`src/rtl/ilc_pkg.sv`:
```
package ilc_pkg;

   typedef enum logic [1:0] {
      ST_IDLE  = 2'd0,
      ST_LAYER = 2'd1,
      ST_CHECK = 2'd2
   } ctrl_state_t;

   typedef enum logic [1:0] {
      PH_RD  = 2'd0,
      PH_CMP = 2'd1,
      PH_WR  = 2'd2
   } phase_t;

endpackage

```
`src/rtl/ilc_phase_seq.sv`:
```
// Walks layer/phase positions; wraps to layer 0 read after the last write.
module ilc_phase_seq
   import ilc_pkg::*;
#(
   parameter int LAYERS  = 7,
   parameter int LAYER_W = 3
) (
   input  logic               clk,
   input  logic               rst_n,
   input  logic               adv,
   output logic [LAYER_W-1:0] layer,
   output phase_t             phase,
   output logic               last
);

   localparam logic [LAYER_W-1:0] TOP_LAYER = LAYER_W'(LAYERS - 1);

   assign last = (phase == PH_WR) && (layer == TOP_LAYER);

   always_ff @(posedge clk) begin
      if (!rst_n) begin
         layer <= '0;
         phase <= PH_RD;
      end else if (adv) begin
         unique case (phase)
            PH_RD:  phase <= PH_CMP;
            PH_CMP: phase <= PH_WR;
            PH_WR: begin
               phase <= PH_RD;
               layer <= last ? '0 : layer + 1'b1;
            end
            default: phase <= PH_RD;
         endcase
      end
   end

endmodule

```
`src/rtl/ilc_synd_weigher.sv`:
```
// Population count of unsatisfied checks, saturated when the count can overflow.
module ilc_synd_weigher #(
   parameter int NCHK = 224,
   parameter int WT_W = 8
) (
   input  logic [NCHK-1:0] fails,
   output logic [WT_W-1:0] weight,
   output logic            zero
);

   localparam int CNT_W = $clog2(NCHK + 1);

   logic [CNT_W-1:0] cnt;

   always_comb begin
      cnt = '0;
      for (int i = 0; i < NCHK; i++) begin
         cnt = cnt + CNT_W'(fails[i]);
      end
   end

   assign zero = ~|fails;

   generate
      if (CNT_W > WT_W) begin : g_sat
         localparam logic [CNT_W-1:0] CAP = CNT_W'((2 ** WT_W) - 1);
         assign weight = (cnt > CAP) ? {WT_W{1'b1}} : cnt[WT_W-1:0];
      end else begin : g_fit
         assign weight = WT_W'(cnt);
      end
   endgenerate

endmodule

```
`src/rtl/ilc_iter_limit.sv`:
```
// Captures run configuration and tracks completed iterations against the limit.
module ilc_iter_limit #(
   parameter int ITER_W = 5
) (
   input  logic              clk,
   input  logic              rst_n,
   input  logic              load,
   input  logic [ITER_W-1:0] max_in,
   input  logic              et_in,
   input  logic              step,
   output logic              et_en,
   output logic              at_limit,
   output logic [ITER_W-1:0] count_next
);

   logic [ITER_W-1:0] lim_q;
   logic [ITER_W-1:0] done_q;

   always_ff @(posedge clk) begin
      if (!rst_n) begin
         lim_q  <= ITER_W'(1);
         et_en  <= 1'b0;
         done_q <= '0;
      end else if (load) begin
         lim_q  <= (max_in == '0) ? ITER_W'(1) : max_in;
         et_en  <= et_in;
         done_q <= '0;
      end else if (step) begin
         done_q <= count_next;
      end
   end

   assign count_next = done_q + 1'b1;
   assign at_limit   = (count_next >= lim_q);

endmodule

```
`src/rtl/ldpc_iter_ctrl.sv`:
```
module ldpc_iter_ctrl
   import ilc_pkg::*;
#(
   parameter int LAYERS    = 7,
   parameter int LIFT      = 32,
   parameter int INFO_BITS = 32,
   parameter int ITER_W    = 5,
   parameter int WT_W      = 8,
   localparam int NCHK     = LAYERS * LIFT,
   localparam int LAYER_W  = (LAYERS > 1) ? $clog2(LAYERS) : 1
) (
   input  logic                 clk,
   input  logic                 rst_n,
   input  logic                 start,
   input  logic [ITER_W-1:0]    max_iter,
   input  logic                 early_term_en,
   input  logic [NCHK-1:0]      chk_fail,
   input  logic [INFO_BITS-1:0] hd_sign,
   output logic                 busy,
   output logic                 converged,
   output logic [ITER_W-1:0]    iter_used,
   output logic [WT_W-1:0]      synd_wt,
   output logic [INFO_BITS-1:0] dec_bits,
   output logic [LAYER_W-1:0]   layer_idx,
   output logic                 ph_read,
   output logic                 ph_comp,
   output logic                 ph_write,
   output logic                 ph_check
);

   generate
      if (LAYERS < 2) begin : g_bad_layers
         $error("LAYERS must be at least 2");
      end
      if (LIFT < 1 || INFO_BITS < 1) begin : g_bad_size
         $error("LIFT and INFO_BITS must be positive");
      end
      if (INFO_BITS > NCHK * 8) begin : g_bad_info
         $error("INFO_BITS exceeds the code length");
      end
      if (ITER_W < 1 || WT_W < 1) begin : g_bad_width
         $error("ITER_W and WT_W must be positive");
      end
   endgenerate

   ctrl_state_t state_q, state_d;
   phase_t      phase;
   logic        layer_last;
   logic        load, step, finish;
   logic        et_en, at_limit, synd_zero;
   logic [ITER_W-1:0] count_next;
   logic [WT_W-1:0]   weight;

   ilc_phase_seq #(
      .LAYERS  (LAYERS),
      .LAYER_W (LAYER_W)
   ) i_seq (
      .clk   (clk),
      .rst_n (rst_n),
      .adv   (state_q == ST_LAYER),
      .layer (layer_idx),
      .phase (phase),
      .last  (layer_last)
   );

   ilc_synd_weigher #(
      .NCHK (NCHK),
      .WT_W (WT_W)
   ) i_weigh (
      .fails  (chk_fail),
      .weight (weight),
      .zero   (synd_zero)
   );

   ilc_iter_limit #(
      .ITER_W (ITER_W)
   ) i_limit (
      .clk        (clk),
      .rst_n      (rst_n),
      .load       (load),
      .max_in     (max_iter),
      .et_in      (early_term_en),
      .step       (step),
      .et_en      (et_en),
      .at_limit   (at_limit),
      .count_next (count_next)
   );

   assign load   = (state_q == ST_IDLE) && start;
   assign step   = (state_q == ST_CHECK);
   assign finish = at_limit || (et_en && synd_zero);

   always_comb begin
      state_d = state_q;
      unique case (state_q)
         ST_IDLE:  if (start) state_d = ST_LAYER;
         ST_LAYER: if (layer_last) state_d = ST_CHECK;
         ST_CHECK: state_d = finish ? ST_IDLE : ST_LAYER;
         default:  state_d = ST_IDLE;
      endcase
   end

   always_ff @(posedge clk) begin
      if (!rst_n) begin
         state_q   <= ST_IDLE;
         converged <= 1'b0;
         iter_used <= '0;
         synd_wt   <= '0;
         dec_bits  <= '0;
      end else begin
         state_q <= state_d;
         if (step && finish) begin
            converged <= synd_zero;
            iter_used <= count_next;
            synd_wt   <= weight;
            dec_bits  <= hd_sign;
         end
      end
   end

   assign busy     = (state_q != ST_IDLE);
   assign ph_read  = (state_q == ST_LAYER) && (phase == PH_RD);
   assign ph_comp  = (state_q == ST_LAYER) && (phase == PH_CMP);
   assign ph_write = (state_q == ST_LAYER) && (phase == PH_WR);
   assign ph_check = (state_q == ST_CHECK);

endmodule

```
`config.mk`:
```
export PLATFORM = sky130hd
export DESIGN_NAME = ldpc_iter_ctrl
export DESIGN_NICKNAME = d
export VERILOG_FILES = /design/src/rtl/ilc_pkg.sv /design/src/rtl/ilc_phase_seq.sv /design/src/rtl/ilc_synd_weigher.sv /design/src/rtl/ilc_iter_limit.sv /design/src/rtl/ldpc_iter_ctrl.sv
export SDC_FILE = /design/constraint.sdc
export NUM_CORES = 1
export LEC_CHECK = 0
export ABC_AREA = 1
export BUFFER_PORTS_ARGS = -buffer_cell sky130_fd_sc_hd__buf_2
export CORE_ASPECT_RATIO = 1.75
export CORE_UTILIZATION = 40
export CTS_CLUSTER_SIZE = 24
export DETAILED_ROUTE_END_ITERATION = 10
export GPL_TIMING_DRIVEN = 0
export PLACE_DENSITY = 0.65
export SYNTH_ARGS = -nofsm -noshare
export SYNTH_HDL_FRONTEND = slang
export SYNTH_SLANG_ARGS = --single-unit
```
`constraint.sdc`:
```
create_clock -name clk -period 16.19 [get_ports clk]
set_clock_uncertainty 0.1 [all_clocks]
set_input_delay 3.238 -clock clk [delete_from_list [all_inputs] [get_ports clk]]
set_output_delay 3.238 -clock clk [all_outputs]
set_load 0.03 [all_outputs]
```
==> results.sh <==
export IMPL_max_freq_ghz=0.0927
export IMPL_clock_path_buffers=2
export IMPL_vias=8626
export IMPL_tightest_slew_ps=800
export IMPL_clock_sinks=64
export IMPL_initial_core_util=0.407
export IMPL_io_buffers=317
export IMPL_cpMostUsedCell="fa_1"
export IMPL_crit_type="in2reg"
export IMPL_setup_viol_count_final=0
export IMPL_grt_pass1_wl_microns=49400
export IMPL_antenna_found_initial=5
export IMPL_reg2reg_slack_ps=13160
export IMPL_ctsHtreeMaxLevel=3
export IMPL_cp_buffers_inverters=5
export IMPL_rsz0062_at_grt="no"
export IMPL_syn_avg_cell_area_sq_um=8.00
export IMPL_crit_end="synd_wt[6]"
export IMPL_routabilityCongestion=0.971
export IMPL_wl_microns=33000
export IMPL_cp_startpoint="chk_fail[24]"
export IMPL_die_h_microns=209
export IMPL_yosysWarnings=0
export IMPL_drive_above_1_share=0.224
export IMPL_root_buffer="clkbuf_16"
export IMPL_die_area_sq_um=25100
export IMPL_die_width_microns=120
export IMPL_setup_tns_ps=0
export IMPL_io_pins=319
export IMPL_worstReg2RegStart="i_limit.done_q[0]"
export IMPL_num_rows=75
export IMPL_start_kind="primary input"
export IMPL_hold_violations=0
export IMPL_ys_ff_latch=64
export IMPL_rr_worst_depth=14
export IMPL_drc=0
export IMPL_cts_setup_buffers=0
export IMPL_grt_max_degree=11
export IMPL_fin_crit_sh=0.666
export IMPL_vias_per_cell=4.63
export IMPL_wire_per_inst_microns=17.7
export IMPL_drv_cap=0
export IMPL_fin_crit_ps=10790
export IMPL_slew_viol_final=0
export IMPL_hold_class="reg2reg"
export IMPL_netlist_area_sq_um=9770
export IMPL_maxSlewHeadroom=0.465
export IMPL_path_delay_family="adder cells"
export IMPL_grt_pass1_vias=9264
export IMPL_core_area_sq_um=24000
export IMPL_overflow=0
export IMPL_max_stage_delay_ps=630
export IMPL_ys_types=25
export IMPL_r2r_end="dec_bits[25]"
export IMPL_seq_area_frac_synth=0.131
export IMPL_crit_required_ps=16320
export IMPL_cts_tree="done"
export IMPL_critical_path_max_fanout=2
export IMPL_track_usage=0.271
export IMPL_antenna_left=0
export IMPL_crit_slowest_cell="fa_1"
export IMPL_nets=2067
export IMPL_postSynthNetCount=1739
export IMPL_dp_cells=1847
export IMPL_syn_inst=1222
export IMPL_cts_buffers=9
export IMPL_post_cts_resized=0
export IMPL_areaGrowthSynthToFinish_pct=23.1
export IMPL_status="complete, no violations"
export IMPL_clk_pin_slew_ps=50
export IMPL_insertion_delay_ps=340
export IMPL_holdBufCountCts=0
export IMPL_min_path_cells=2
export IMPL_crit_path_end_kind="flop"
export IMPL_worstPathArrival_ps=10920
export IMPL_final_cells=1865
export IMPL_cp_num_cells=27
export IMPL_hpwlAfterDp_microns=30900
export IMPL_drtIter0Drc=327
export IMPL_firstDrtPassIters=4
==> final cells by class <==
class | count | area, sq um
Antenna cell | 2 | 5.00
Buffer | 27 | 190
Clock buffer | 12 | 236
Clock inverter | 4 | 45.0
Fill cell | 2494 | 12000
Inverter | 396 | 1490
Multi-Input combinational cell | 735 | 6820
Sequential cell | 64 | 1280
Tap cell | 308 | 385
Timing Repair Buffer | 317 | 1590
==> state kept, by name (all words and copies together), names as in the netlist <==
name	count
converged	1
dec_bits	32
i_limit.done_q	5
i_limit.et_en	1
i_limit.lim_q	5
i_seq.layer	3
i_seq.phase	2
iter_used	5
state_q	2
synd_wt	8
==> cells in the final DEF (no fill, tap or decap), drive strengths merged, types with 4 or more instances in the layout <==
cell type,n
o21ai,9
nand4,6
nand2,125
fa,210
dfxtp,64
a21oi,65
nand3,65
xor2,5
nor2,195
buf,335
inv,396
ha,42
clkbuf,21
xnor2,4
==> cell usage after synthesis, drive strengths merged <==
cell type    n  area (sq um)
o21ai        9          45.0
ha          42           526
o221ai       1          8.76
clkbuf       9          33.8
a21oi       65           325
inv        396          1490
xnor2        4          35.0
a2bb2oi      1          8.76
dfxtp       64          1280
nand3       65           330
xor2         5          43.8
buf         18           156
nor3         3          15.0
a211oi       3          22.5
nand2      125           472
o22ai        1          6.26
nand4        6          37.5
fa         210          4200
nor2       195           737
==> metal layers <==
| layer | track usage | vias up | routed length, microns |
|---|---|---|---|
| met3 | 0.0456 | 69 | 2100 |
| li1 | - | 4131 | - |
| met1 | 0.252 | 4059 | 10600 |
| met5 | 0 | - | 42 |
| met2 | 0.536 | 359 | 18300 |
| met4 | 0.156 | 8 | 1860 |
==> how the worst min path moves through the flow <==
| stage | start | end |
|---|---|---|
| 6_report | dec_bits[19] | dec_bits[19] |
| 3_5_place_dp | iter_used[3] | iter_used[3] |
| 4_1_cts | i_limit.lim_q[4] | i_limit.lim_q[4] |
| 2_1_floorplan | i_limit.lim_q[1] | i_limit.lim_q[1] |
| 5_1_grt | dec_bits[14] | dec_bits[14] |
| 3_3_place_gp | i_limit.lim_q[4] | i_limit.lim_q[4] |
==> kinds of logic (layout without fill, tap and decap cells) <==
logic type / after synthesis / count (layout) / synth area share
other: 0 / 2 / 0
AND/OR/NAND/NOR: 394 / 394 / 0.163
adder cells (fa/ha/maj): 252 / 252 / 0.484
XOR/XNOR: 9 / 9 / 0.00806
buffers and inverters: 423 / 756 / 0.172
flip-flops: 64 / 64 / 0.131
AO/OA/AOI/OAI: 80 / 80 / 0.0426
==> through the flow <==
step	cell area, sq um	setup slack (ps)	hold slack (ps)	util
after floorplan	9770	5680	336	-
after global placement	11700	5100	351	0.489
after detailed placement	11700	5020	363	0.489
after CTS	12000	5370	374	0.501
after global routing	12000	5110	394	0.501
final	12000	5400	371	0.501
==> worst register-to-register path: stages (launching register included) <==
cell and delay, ps:
dfxtp_1 470, ha_1 250, nand3_1 100, xor2_1 420
inv_1 120, ha_1 350, a21oi_1 160, o221ai_1 120
a21oi_1 210, nand2_2 100, buf_8 160, buf_6 150
nand3_1 70, nand2_1 50, nor2_1 120
Power is not shown: default switching activity piles up to over one toggle a cycle in this logic, so the estimate is an artifact.
